**config.mk**
```make
export PLATFORM = sky130hd
export DESIGN_NAME = dmin_unit
export DESIGN_NICKNAME = d
export VERILOG_FILES = /design/src/rtl/dmin_pkg.sv /design/src/rtl/dmin_classify.sv /design/src/rtl/dmin_select.sv /design/src/rtl/dmin_merge.sv /design/src/rtl/dmin_unit.sv
export SDC_FILE = /design/constraint.sdc
export NUM_CORES = 1
export LEC_CHECK = 0
export BUFFER_PORTS_ARGS = -buffer_cell sky130_fd_sc_hd__buf_2
export CAP_MARGIN = 40
export CORE_AREA = 10 10 269 271
export CTS_BUF_LIST = sky130_fd_sc_hd__clkbuf_16
export DETAILED_ROUTE_END_ITERATION = 16
export DIE_AREA = 0 0 279 281
export PLACE_DENSITY_LB_ADDON = 0.08
export RECOVER_POWER = 50
export SETUP_SLACK_MARGIN = 0.4
export SLEW_MARGIN = 20
export SYNTH_ARGS = -nofsm -noshare
export SYNTH_HDL_FRONTEND = slang
export SYNTH_HIERARCHICAL = 1
export SYNTH_SLANG_ARGS = --single-unit
```
**constraint.sdc**
```tcl
create_clock -name clk -period 1.4 [get_ports clk]
set_input_delay 0.14 -clock clk [delete_from_list [all_inputs] [get_ports clk]]
set_output_delay 0.14 -clock clk [all_outputs]
set_load 0.03 [all_outputs]
```
**src/rtl/dmin_pkg.sv**
```systemverilog
package dmin_pkg;

   typedef enum logic {
      MERGE_KEEP    = 1'b0,
      MERGE_ZERO_HI = 1'b1
   } merge_mode_t;

   typedef struct packed {
      logic sign;
      logic is_nan;
      logic is_zero;
      logic is_denorm;
   } fp_class_t;

endpackage

```
**src/rtl/dmin_classify.sv**
```systemverilog
module dmin_classify
   import dmin_pkg::*;
#(
   parameter int EXP_W  = 11,
   parameter int FRAC_W = 52,
   localparam int W     = 1 + EXP_W + FRAC_W
) (
   input  logic [W-1:0] val_i,
   output fp_class_t    cls_o,
   output logic [W-2:0] mag_o
);
   logic [EXP_W-1:0]  expo;
   logic [FRAC_W-1:0] frac;
   logic              exp_ones, exp_zero, frac_zero;

   assign expo      = val_i[W-2 -: EXP_W];
   assign frac      = val_i[FRAC_W-1:0];
   assign exp_ones  = &expo;
   assign exp_zero  = ~|expo;
   assign frac_zero = ~|frac;

   always_comb begin
      cls_o.sign      = val_i[W-1];
      cls_o.is_nan    = exp_ones & ~frac_zero;
      cls_o.is_zero   = exp_zero & frac_zero;
      cls_o.is_denorm = exp_zero & ~frac_zero;
   end

   assign mag_o = val_i[W-2:0];
endmodule

```
**src/rtl/dmin_select.sv**
```systemverilog
module dmin_select
   import dmin_pkg::*;
#(
   parameter int EXP_W  = 11,
   parameter int FRAC_W = 52,
   localparam int W     = 1 + EXP_W + FRAC_W
) (
   input  logic [W-1:0] a_i,
   input  logic [W-1:0] b_i,
   input  fp_class_t    cls_a_i,
   input  fp_class_t    cls_b_i,
   input  logic [W-2:0] mag_a_i,
   input  logic [W-2:0] mag_b_i,
   output logic [W-1:0] min_o
);
   logic ordered_lt, take_a;

   always_comb begin
      if (cls_a_i.sign != cls_b_i.sign)
         ordered_lt = cls_a_i.sign;
      else if (cls_a_i.sign)
         ordered_lt = mag_a_i > mag_b_i;
      else
         ordered_lt = mag_a_i < mag_b_i;
   end

   assign take_a = ordered_lt & ~cls_a_i.is_nan & ~cls_b_i.is_nan
                 & ~(cls_a_i.is_zero & cls_b_i.is_zero);
   assign min_o  = take_a ? a_i : b_i;
endmodule

```
**src/rtl/dmin_merge.sv**
```systemverilog
module dmin_merge #(
   parameter int LANE_W    = 64,
   parameter int SRC_LANES = 2,
   parameter int DST_LANES = 4
) (
   input  logic                        mode_i,
   input  logic [SRC_LANES*LANE_W-1:0] src1_i,
   input  logic [DST_LANES*LANE_W-1:0] prev_i,
   input  logic [LANE_W-1:0]           low_i,
   output logic [DST_LANES*LANE_W-1:0] res_o
);
   assign res_o[LANE_W-1:0] = low_i;

   for (genvar g = 1; g < DST_LANES; g++) begin : g_lane
      if (g < SRC_LANES) begin : g_copy
         assign res_o[g*LANE_W +: LANE_W] =
            mode_i ? src1_i[g*LANE_W +: LANE_W] : prev_i[g*LANE_W +: LANE_W];
      end else begin : g_clear
         assign res_o[g*LANE_W +: LANE_W] =
            mode_i ? '0 : prev_i[g*LANE_W +: LANE_W];
      end
   end
endmodule

```
**src/rtl/dmin_unit.sv**
```systemverilog
module dmin_unit
   import dmin_pkg::*;
#(
   parameter int EXP_W     = 11,
   parameter int FRAC_W    = 52,
   parameter int SRC_LANES = 2,
   parameter int DST_LANES = 4,
   localparam int LANE_W   = 1 + EXP_W + FRAC_W,
   localparam int SRC_W    = SRC_LANES * LANE_W,
   localparam int DST_W    = DST_LANES * LANE_W
) (
   input  logic              clk,
   input  logic              rst_n,
   input  logic              in_valid_i,
   input  logic              mode_i,
   input  logic [SRC_W-1:0]  src1_i,
   input  logic [LANE_W-1:0] src2_i,
   input  logic [DST_W-1:0]  dst_prev_i,
   output logic              out_valid_o,
   output logic [DST_W-1:0]  result_o,
   output logic              invalid_o,
   output logic              denormal_o
);
   if (EXP_W < 2 || FRAC_W < 1) begin : g_bad_fmt
      $error("dmin_unit: exponent or fraction field too narrow");
   end
   if (SRC_LANES < 1 || DST_LANES < SRC_LANES) begin : g_bad_lanes
      $error("dmin_unit: lane counts must satisfy 1 <= SRC_LANES <= DST_LANES");
   end

   merge_mode_t        mode;
   logic [LANE_W-1:0]  opnd [2];
   fp_class_t          cls  [2];
   logic [LANE_W-2:0]  mag  [2];
   logic [LANE_W-1:0]  low_min;
   logic [DST_W-1:0]   merged;

   assign mode    = merge_mode_t'(mode_i);
   assign opnd[0] = (mode == MERGE_ZERO_HI) ? src1_i[LANE_W-1:0] : dst_prev_i[LANE_W-1:0];
   assign opnd[1] = src2_i;

   for (genvar k = 0; k < 2; k++) begin : g_cls
      dmin_classify #(.EXP_W(EXP_W), .FRAC_W(FRAC_W)) u_cls (
         .val_i (opnd[k]),
         .cls_o (cls[k]),
         .mag_o (mag[k])
      );
   end

   dmin_select #(.EXP_W(EXP_W), .FRAC_W(FRAC_W)) u_sel (
      .a_i     (opnd[0]),
      .b_i     (opnd[1]),
      .cls_a_i (cls[0]),
      .cls_b_i (cls[1]),
      .mag_a_i (mag[0]),
      .mag_b_i (mag[1]),
      .min_o   (low_min)
   );

   dmin_merge #(.LANE_W(LANE_W), .SRC_LANES(SRC_LANES), .DST_LANES(DST_LANES)) u_mrg (
      .mode_i (mode_i),
      .src1_i (src1_i),
      .prev_i (dst_prev_i),
      .low_i  (low_min),
      .res_o  (merged)
   );

   always_ff @(posedge clk or negedge rst_n) begin
      if (!rst_n) begin
         out_valid_o <= 1'b0;
         result_o    <= '0;
         invalid_o   <= 1'b0;
         denormal_o  <= 1'b0;
      end else begin
         out_valid_o <= in_valid_i;
         if (in_valid_i) begin
            result_o   <= merged;
            invalid_o  <= cls[0].is_nan | cls[1].is_nan;
            denormal_o <= cls[0].is_denorm | cls[1].is_denorm;
         end
      end
   end
endmodule

```
== Yosys cells after proc, flatten, opt, wreduce, memory -nomap -nowiden ==
Cells that the tools add are included.

* Register bits: 259
* Output and inout port bits: 259
* Logic and storage cells: 39

* Magnitude comparators: 2
* Eq/ne operators: 1
* Multiplexer cells: 7
* Bitwise gates (word level): 15
* Reductions and logical operators: 10

{| class="wikitable"
|+ Operators by type and width
! cell !! number
|-
| $mux 64 || 5
|-
| $reduce_or 52->1 || 2
|-
| $gt 63x63->1 || 1
|-
| $lt 63x63->1 || 1
|-
| $reduce_and 11->1 || 2
|-
| $reduce_or 11->1 || 2
|-
| $and 1x1->1 || 10
|-
| $logic_not 1->1 || 4
|-
| $not 1->1 || 3
|-
| $mux 1 || 2
|-
| $or 1x1->1 || 2
|-
| $ne 1x1->1 || 1
|}

== Logic depth before layout (Yosys ltp) ==
Gate-level depths: netlist of the first run.

* Depth after elaboration: 8
* Gate-level depth with buffers: 15
* Gate-level depth less buffers: 11

== Cells and area by module ==
Netlist of the first run, hierarchy kept.

{| class="wikitable"
|+ Modules (own cells, without submodules)
! module !! times used !! cells each !! area each (µm²) !! seq. area each (µm²)
|-
| dmin_unit || 1 || 621 || 11184.5 || 6481.2
|-
| dmin_select || 1 || 300 || 2662.6 || 0.0
|-
| dmin_merge || 1 || 277 || 2147.1 || 0.0
|-
| dmin_classify || 2 || 92 || 658.1 || 0.0
|}

== Least setup slack after synthesis of the first run ==
Ideal clock, no wire load.

* Kind: in2reg
* Start: input mode_i
* End: register result_o[10]
* Setup time: 125 ps
* Arrival time: 3804 ps
* Required time: 1275 ps
* Path slack: -2529 ps
* Cell stages on the path: 15
* Path through: buf_2 buf_4 mux2_2 buf_4 ha_1 a21oi_1 o21ai_1 a221o_1 a2111oi_2 nor4b_4 mux2i_4 buf_6 mux2_4 buf_4 mux2_2

{| class="wikitable"
|+ RTL lines
! element !! RTL line !! source
|-
| start: declaration || dmin_unit.sv:15 || <nowiki>input logic mode_i,</nowiki>
|-
| end signal: assignment || dmin_unit.sv:77 || <nowiki>result_o <= merged;</nowiki>
|-
| end: declaration || dmin_unit.sv:20 || <nowiki>output logic [DST_W-1:0] result_o,</nowiki>
|}

==> results of run 1 <==
sequential cells by signal, summed over array words and instances (netlist names):
register / cells
invalid_o: 1
result_o: 256
denormal_o: 1
out_valid_o: 1
stage by stage:
step           hold WS [ns]  setup slack, ns  cell area [um2]  power (mW)  utilization [%]
2_1_floorplan       -0.1556           -2.223            18440       15.19                -
3_3_place_gp        0.04186           -2.717            22250       17.89            33.31
3_5_place_dp        0.04013           -2.739            22250       17.90            33.31
4_1_cts             0.02750           -1.955            27180       27.85            40.69
5_1_grt             0.04586           -2.059            27430       28.76            41.06
6_report            0.04788           -1.964            27440       27.47            41.08
cells by family after synthesis:
| logic type | Yosys count | share of synthesized area [%] |
|---|---|---|
| compound gates | 51 | 1.793 |
| fa+ha+maj | 63 | 4.554 |
| buf+inv | 321 | 12.95 |
| flops | 259 | 37.44 |
| mux | 449 | 34.82 |
| simple gates | 239 | 8.442 |
where the power goes:
group          total (mW)  internal [mW]  switching (mW)  leakage (nW)
Combinational        10.1           4.95            5.13          10.3
Clock                8.43           4.83            3.60         0.561
Sequential           8.96           8.39           0.570          3.18
Total                27.5           18.2            9.31          14.0
cell usage after synthesis:
cell type / instances / area, um2
mux2_4: 256 / 3844
nand4_1: 22 / 137.6
and4_1: 2 / 17.52
nand3b_1: 1 / 7.510
nor2_1: 10 / 37.54
nand2b_1: 1 / 6.260
a2111oi_2: 1 / 15.01
a211oi_1: 3 / 22.52
nor4_2: 4 / 50.05
a21oi_1: 28 / 140.1
nor3_1: 5 / 25.02
buf_6: 35 / 394.1
mux2_2: 132 / 1486
nor4b_4: 1 / 23.77
o21ai_0: 5 / 25.02
nor4_1: 31 / 193.9
o21ai_1: 2 / 10.01
o31a_1: 1 / 8.760
and4bb_2: 1 / 12.51
o22ai_1: 1 / 6.260
nand2_1: 16 / 60.06
a21o_1: 4 / 30.03
a221oi_1: 2 / 17.52
buf_2: 21 / 105.1
o21a_1: 1 / 7.510
inv_1: 66 / 247.7
buf_4: 199 / 1494
mux2i_4: 1 / 22.52
ha_1: 63 / 788.3
mux2_1: 60 / 675.7
o31ai_1: 1 / 7.510
dfrtp_1: 259 / 6481
nand3_1: 14 / 70.07
a221o_1: 2 / 20.02
nor2b_1: 131 / 819.5
per-layer routing:
metal  part of all wire, %  track usage, %  wire, um  vias up
li1                      -               -         -     6623
met1                    40           22.93     32250     6954
met2                    50           34.43     40020      484
met3                   6.9           5.556      5492      105
met4                   2.8           5.644      2225       10
met5                 0.082               0        66        -
path summary, 6_finish.rpt:
kind / start / endpoint / slack, ns / cells after the start
worst max-delay path: mode_i / result_o[55] / -1.96 / 16
worst min-delay path: in_valid_i / denormal_o / 0.05 / 3
worst max register to register: result_o[63] / result_o[63] / 0.46 / 2
worst min register to register: result_o[199] / result_o[199] / 0.48 / 1
max in group asynchronous: rst_n / result_o[43] / 0.07 / 3
min in group asynchronous: rst_n / result_o[213] / 0.32 / 2
worst min-delay path, cell delays in order:
cell     delay [ns]
buf_8          0.12
buf_12         0.19
a21oi_1        0.09
cell usage in the layout (no fill, tap or decap), types with 24 or more instances in the layout:
cell type and n:
a21oi_1 24, buf_12 24, buf_2 662, buf_4 141, buf_6 61, clkbuf_16 39
dfrtp_1 259, dlygate4sd3_1 276, ha_1 43, inv_1 78, mux2_1 35, mux2_2 47
mux2_4 366, nor2b_1 107
cell type report:
class / count / area [um2]
Clock buffer: 36 / 900.9
Fill cell: 6496 / 39360
Sequential cell: 259 / 6481
Timing Repair Buffer: 1202 / 9029
Antenna cell: 9 / 22.52
Clock inverter: 25 / 143.9
Inverter: 66 / 247.7
Multi-Input combinational cell: 802 / 9524
Tap cell: 873 / 1092
timing repair:
item	in CTS	in global routing
endpoints found under the hold margin	470	0
setup endpoints to repair	399	474
hold buffers	276	0
gates resized for setup	138	125
cloned	15	7
setup buffers	22	10
pin swaps	8	5
==> summary.txt, run 1 <==
Clock network
  • CTS root buf: clkbuf_16
  • CTS sink cnt: 259
  • Worst-path clk slew: 0.06 ns
  • Clock latency on the worst-skew pair: 0.54 ns
  • CTS tree: yes
  • Deepest clock path buffer count: 3
  • Htree depth: 2
  • TritonCTS buffer count: 35

Critical path
  • CP Buf/Inv Count: 6
  • Cell family with most CP delay: multiplexers
  • WS Path Type: in -> reg
  • WP data required: ~1.8 ns
  • CP Data Arrival Time: 3.77 ns
  • CP max FO: 11
  • Critical path, cell by cell: buf_16 > buf_16 > mux2_2 > buf_4 > ha_1 > a21oi_1 > a21oi_1 > o31ai_1 > buf_4 > a21oi_1 > nor4b_4 > mux2i_4 > buf_12 > buf_12 > mux2_4 > mux2_4
  • CP peak stage delay: 0.41 ns
  • Most used cell along the critical path: a21oi_1
  • Crit end category: register
  • Startpoint Class: primary input
  • CP max-delay cell: mux2_2

Floorplan
  • Die H: 281 um
  • Effective utilization at floorplan: 25.91%
  • Row cnt: 95
  • CORE AREA: 66800 um2
  • Full die area: 78400 um2
  • Die width: approximately 280 um
  • # IOs: roughly 700

Finish
  • Layout area overhead: 58.53%
  • Final #Nets: just under 3000
  • Share of cells above drive strength 1: 61.09%
  • Post-route insts no fill: around 3300

Run status
  • Failing checks: setup timing
  • Status: finished, violations left

Timing
  • Peak Freq: 297.3 MHz
  • Slack of the critical path: -1.964 ns
  • Fin Setup TNS: -133.95 ns
  • Period utilisation layout: 240.3%
  • Worst-margin pin slew: 0.8777 ns
  • Clock skew: 0 ns
  • Number of hold violations in the final report: 0
  • Final Setup Violations: 146
  • Worst rel slew slack: between 40% and 50%
  • Tmin final: 3.364 ns
  • Max Slew Vio Count: 0
  • RSZ-0062 raised after global routing: true

Routing
  • DR DRC count: 0
  • Iter 0 DRT Violations: 604
  • Routed len/inst: 24.47 um
  • Drt first pass iters: 5
  • Antenna-violating nets left: 0
  • Drt total wl: 80050 um
  • Via count: 14180
  • Routed vias/inst: 4.333

Global route
  • GR Overflow Total: 0
  • GR Util All Layers: 19.61%
  • Antenna violations before repair: 16
  • Global-route wire length before repair: 113800 um
  • Largest net degree at the start of global routing: 60
  • Vias in the first global route: 15710

Synthesis
  • Yosys warns: 6
  • Cells after Synth: 1382
  • Netlist Area Pre-Place: 17310 um2
  • Seq/Total Area, Yosys: between 30% and 40%
  • Synth cell types: 35
  • Post-synthesis average cell area: 12.53 um2
  • Flops & latches, synth: 259
  • Net count after synthesis: 1897

Placement
  • Placed insts: 2872
  • Port bufs: 710
  • HPWL Detailed: 61190 um
  • Routability cong.: 0.8194

Worst hold path
  • Worst Hold Class: in -> reg

Power
  • Power density cells: 1001 nW/um2
  • Max VDD drop: 0.0006227 V
  • Pleak: roughly 14 nW

Flow run
  • Max-Cap Viols: 0
Note: power is estimated with default switching activity, not from simulation.
==> run 2: changes to the inputs <==
- CORE_AREA: 10 10 269 271 -> 2 2 277 279
==> run 2 against run 1 <==
  * Core utilization is 1.6 points lower
  * Wire length is 8.0% lower
  * Fmax is 0.62% higher
  * The run still ends with setup timing left
  * Worst setup slack better by 0.021 ns
  * Flip-flop and latch count stayed put
==> summary.txt, run 2 (synthesis gave the netlist of run 1 again) <==
Run status
  • Status: finished, violations left
  • Failing checks: setup timing

Timing
  • Worst-margin pin slew: roughly 1.3 ns
  • Peak Freq: 299.1 MHz
  • Number of hold violations in the final report: 0
  • Final Setup Violations: between 150 and 200
  • Worst rel slew slack: 14.68%
  • Clock skew: 0 ns
  • Max Slew Vio Count: 0
  • Tmin final: 3.343 ns
  • RSZ-0062 raised after global routing: true
  • Worst Hold Margin: just under 0.05 ns
  • Slack of the critical path: -1.943 ns
  • Period utilisation layout: 238.8%

Worst hold path
  • Worst Hold Class: in -> reg
  • Worst Hold Depth: 3

Power
  • Max VDD drop: around 0.00076 V
  • Power density cells: 975.3 nW/um2
  • Pleak: roughly 15 nW

Floorplan
  • # IOs: between 700 and 800
  • Full die area: 78400 um2
  • Die width: 279 um
  • Effective utilization at floorplan: a little under a quarter
  • Row cnt: 101
  • CORE AREA: 75440 um2
  • Die H: about 280 um

Finish
  • Final #Nets: 3023
  • Commonest non-fill, non-tap cell in the layout: buf_2
  • Most frequent cells in the layout: buf_2 (451), mux2_4 (401), buf_4 (308), dlygate4sd3_1 (271), buf_6 (268)
  • Layout area overhead: 72.23%
  • Fin area: 29810 um2
  • Largest Register: result_o
  • Max reg flops: ~260
  • Share of cells above drive strength 1: 63.22%

Critical path
  • First element of the critical path: mode_i
  • Reg2reg path depth: 3
  • Startpoint Class: primary input
  • CP endpoint: result_o[60]
  • Crit end category: register
  • CP max FO: 9
  • WS Path Type: in -> reg
  • WP data required: 1.82 ns
  • RR Startpoint: result_o[176]
  • CP Data Arrival Time: roughly 3.8 ns
  • FF-to-FF End: result_o[176]
  • R2R setup slack: 0.38 ns

Placement
  • Placed inst area: around 22000 um2
  • HPWL Detailed: about 56000 um
  • Port bufs: 710
  • Routability cong.: 0.8255

Routing
  • Antenna-violating nets left: 0
  • Iter 0 DRT Violations: 370
  • Drt first pass iters: 4
  • Via count: 14560
  • Drt total wl: 73670 um
  • Routed vias/inst: 4.139
  • Routed len/inst: 20.95 um
  • DR DRC count: 0

Global route
  • Antenna violations before repair: 13
  • Global-route wire length before repair: between 100000 and 150000 um
  • GR Util All Layers: 17.80%
  • GR Overflow Total: 0
  • Vias in the first global route: 15360
  • Largest net degree at the start of global routing: slightly below 60

Clock network
  • Clock latency on the worst-skew pair: 0.53 ns
  • Deepest clock path buffer count: 3
  • CTS root buf: clkbuf_16
  • CTS sink cnt: 259
  • Worst-path clk slew: ~0.060 ns
  • Htree depth: 2
  • CTS tree: yes
  • TritonCTS buffer count: 35

Flow run
  • Max-Cap Viols: 0
run 2: area by class of cell:
class / instances / area, um2
sequential: 259 / 6482
fill: 7414 / 45630
antenna: 5 / 12.51
tap: 978 / 1224
inverter: 66 / 247.7
timing repair buffer: 1344 / 11210
clock inverter: 27 / 151.4
clock buffer: 36 / 900.9
multi-input combinational: 802 / 9588
run 2: worst min path at each step:
stage / to / from / slack [ns]
after floorplan: denormal_o / rst_n / -0.16
after global placement: result_o[42] / rst_n / 0.25
after detailed placement: result_o[42] / rst_n / 0.23
after CTS: result_o[115] / dst_prev_i[115] / 0.002
after global routing: result_o[115] / dst_prev_i[115] / 0.02
final: result_o[196] / dst_prev_i[196] / 0.05
run 2: repair_timing:
action | CTS | global route
endpoints found under the setup margin | 437 | 414
endpoints found under the hold margin | 466 | 0
pin swaps | 2 | 17
hold buffers | 271 | 0
setup buffers | 65 | 122
gates cloned | 6 | 2
resized for setup | 305 | 436
run 2: worst max-delay path, stage by stage:
cell	delay [ns]
buf_16	0.15
buf_4	0.16
buf_16	0.14
buf_12	0.12
mux2_2	0.38
ha_1	0.32
nand4_1	0.14
and4bb_2	0.32
nand4_1	0.09
o22ai_1	0.13
nor4b_4	0.36
mux2i_4	0.34
buf_12	0.20
clkbuf_16	0.18
mux2_4	0.30
mux2_4	0.26
run 2: power by group:
| group | leakage [nW] | switching (mW) | internal, mW |
|---|---|---|---|
| combinational | 11.4 | 5.13 | 6.40 |
| sequential | 3.18 | 0.712 | 8.40 |
| clock | 0.567 | 3.59 | 4.83 |
run 2: per-layer routing:
layer  global-route usage, %  routed length [um]
met5                       0                  71
met4                   5.321                2207
met3                   4.813                4525
met2                   31.94               37460
met1                   20.60               29410
run 2: through the flow:
step                      util (%)  instances  TNS [ns]  setup slack, ns  power (mW)
after global placement       29.78       2983   -221.91           -2.634       17.79
final                        39.52       3517   -145.56           -1.943       29.08
after detailed placement     29.78       2983   -222.47           -2.624       17.79
after global routing         39.50       3513   -182.58           -2.033       30.51
after floorplan                  -       1382   -142.28           -2.223       15.19
after CTS                    36.98       3388   -121.37           -1.919       28.42
==> run 3: changes to the inputs <==
- PLACE_DENSITY: unset -> 0.47
- PLACE_DENSITY_LB_ADDON: 0.08 -> unset
- REMOVE_ABC_BUFFERS: unset -> 1
- SKIP_CTS_REPAIR_TIMING: unset -> 1
==> run 3 against run 2 <==
  * The flow finishes with violations (hold timing, setup timing)
  * Fmax fell by 3.3%
  * Combinational power fell by 9.6%
  * Die area did not move
  * Sequential share of layout area rose by 1.4 points
  * Critical path depth rose by 2
  * Wire length fell by 9.4%
  * Count of clock-buffer cells in the layout rose by 1
  * Non-clock buffer count fell by 82
  * Critical endpoint is now result_o[14]
  * Sequential power barely moved
  * Global-route usage fell by 3.1 points
  * Core utilization fell by 2.4 points
  * Highest routed layer unchanged
  * Worst hold slack got worse by 0.080 ns
==> summary.txt, run 3 (synthesis gave the netlist of run 1 again) <==
Global route
  • Largest net degree at the start of global routing: 56
  • Antenna violations before repair: 3
  • GR Overflow Total: 0
  • Global-route wire length before repair: 87570 um
  • GR Util All Layers: 14.71%
  • Vias in the first global route: 14010

Floorplan
  • Die width: 279 um
  • # IOs: a little over 700
  • CORE AREA: 75440 um2
  • Full die area: 78400 um2
  • Row cnt: slightly above 100
  • Die H: 281 um
  • Effective utilization at floorplan: between 20% and 30%

Power
  • Sequential share of power: between 30 and 40%
  • Pint: roughly 19 mW
  • Combinational Power Share: 36.9%
  • Pleak: 14.11 nW
  • Max VDD drop: 0.0006113 V
  • Switching Share: 32.56%
  • Clock share of power: slightly above 30%
  • Power density cells: approximately 1000 nW/um2
  • NetSw: 9.198 mW

Worst hold path
  • Hold Startpoint: dst_prev_i[161]
  • Worst Hold Depth: 3
  • Worst Hold Path EP: result_o[161]
  • Worst Hold Class: in -> reg

Finish
  • Max reg flops: around 260
  • Layout area overhead: 61.76%
  • Most frequent cells in the layout: buf_2 (533), mux2_4 (295), buf_4 (276), dfrtp_1 (258), dlygate4sd3_1 (229)
  • Commonest non-fill, non-tap cell in the layout: buf_2
  • Final #Nets: 2942
  • Share of cells above drive strength 1: around three fifths
  • Largest Register: result_o
  • Antenna diode count: 0
  • Fin area: 28000 um2

Placement
  • Worst slack, placed: -2.833 ns
  • Port bufs: 710
  • Placed inst area: around 22000 um2
  • HPWL Detailed: 50040 um
  • Routability cong.: 0.8817

Timing
  • Number of hold violations in the final report: 10
  • Worst-margin pin slew: 0.9224 ns
  • Period utilisation layout: 246.8%
  • Worst Hold Margin: -0.03084 ns
  • Max Slew Vio Count: 0
  • Final Setup Violations: 71
  • Peak Freq: 289.4 MHz
  • Clock skew: 0 ns
  • Worst rel slew slack: a little under two fifths
  • Tmin final: 3.456 ns
  • RSZ-0062 raised after global routing: true
  • Slack of the critical path: -2.056 ns
  • Fin Setup TNS: -129.83 ns

Critical path
  • R2R setup slack: 0.37 ns
  • RR Startpoint: result_o[183]
  • Startpoint Class: primary input
  • CP Buf/Inv Count: 8
  • CP Data Arrival Time: 3.86 ns
  • CP max-delay cell: a21oi_2
  • Reg2reg path depth: 3
  • Critical path, cell by cell: buf_16 > buf_16 > buf_12 > buf_6 > mux2_4 > ha_4 > nand4_1 > buf_4 > nor4_2 > buf_4 > nand4_1 > a21oi_2 > nor4b_4 > mux2i_4 > buf_12 > buf_8 > mux2_4 > mux2_2
  • WP data required: ~1.8 ns
  • FF-to-FF End: result_o[183]
  • CP max FO: 8
  • CP peak stage delay: around 0.32 ns
  • Cell family with most CP delay: buffers and inverters
  • Crit end category: register
  • WS Path Type: in -> reg

Clock network
  • CTS tree: yes
  • Worst-path clk slew: ~0.05 ns
  • TritonCTS buffer count: 36
  • Htree depth: 2
  • Deepest clock path buffer count: 3
  • Clock latency on the worst-skew pair: 0.53 ns
  • CTS root buf: clkbuf_16
  • CTS sink cnt: 259

Routing
  • Drt total wl: about 67000 um
  • Iter 0 DRT Violations: 433
  • Routed vias/inst: 4.162
  • Drt first pass iters: 4
  • DR DRC count: 0
  • Routed len/inst: 19.45 um
  • Antenna-violating nets left: 0
  • Via count: 14280

Run status
  • Status: finished, violations left
  • Failing checks: hold timing, setup timing

Flow run
  • Max-Cap Viols: 0
## run 3: worst max-delay path by stage
stage | start | to | slack (ns) | cells past startpoint
2_1_floorplan | mode_i | result_o[0] | -3.29 | 10
3_3_place_gp | mode_i | result_o[2] | -2.71 | 16
3_5_place_dp | mode_i | result_o[42] | -2.83 | 18
4_1_cts | mode_i | result_o[0] | -2.24 | 18
5_1_grt | mode_i | result_o[14] | -2.06 | 19
6_report | mode_i | result_o[14] | -2.06 | 18
## run 3: power by group through the flow
stage / Combinational, mW / Clock [mW] / Sequential, mW
floorplan: 2.75 / 0 / 10.8
global placement: 8.14 / 0 / 9.04
detailed placement: 8.20 / 0 / 9.07
CTS: 8.23 / 9.08 / 8.95
global route: 11.0 / 9.40 / 9.17
finish: 10.4 / 8.73 / 9.09
## run 3: tightest hold or removal path: stages
cell and delay, ns:
buf_2 0.07, nor2b_1 0.12, mux2_1 0.14
## run 3: area by class of cell
class	instances	area, um2
Multi-Input combinational cell	802	9084
Inverter	66	247.7
Fill cell	7401	47440
Tap cell	978	1224
Sequential cell	259	6482
Clock buffer	37	925.9
Timing Repair Buffer	1262	9859
Clock inverter	27	177.7
## run 3: metrics by stage
stage	cells	util, %	hold WS (ns)	total power [mW]
after CTS	3083	30.48	-0.5666	26.26
after global placement	3019	29.02	0.02519	17.19
after global routing	3431	37.11	-0.01478	29.56
after floorplan	1127	-	-0.1556	13.53
after detailed placement	3019	29.02	0.02629	17.27
final	3431	37.11	-0.03084	28.25
## run 3: routing by layer
| layer | GRT usage (%) | vias up | share of wire [%] | wire length (um) |
|---|---|---|---|---|
| met4 | 4.715 | 2 | 4.1 | 2727 |
| met1 | 16.72 | 6965 | 39 | 26030 |
| met2 | 26.53 | 492 | 50 | 33640 |
| met3 | 4.073 | 122 | 6.5 | 4310 |
| met5 | 0 | - | 0.010 | 7 |
| li1 | - | 6698 | - | - |
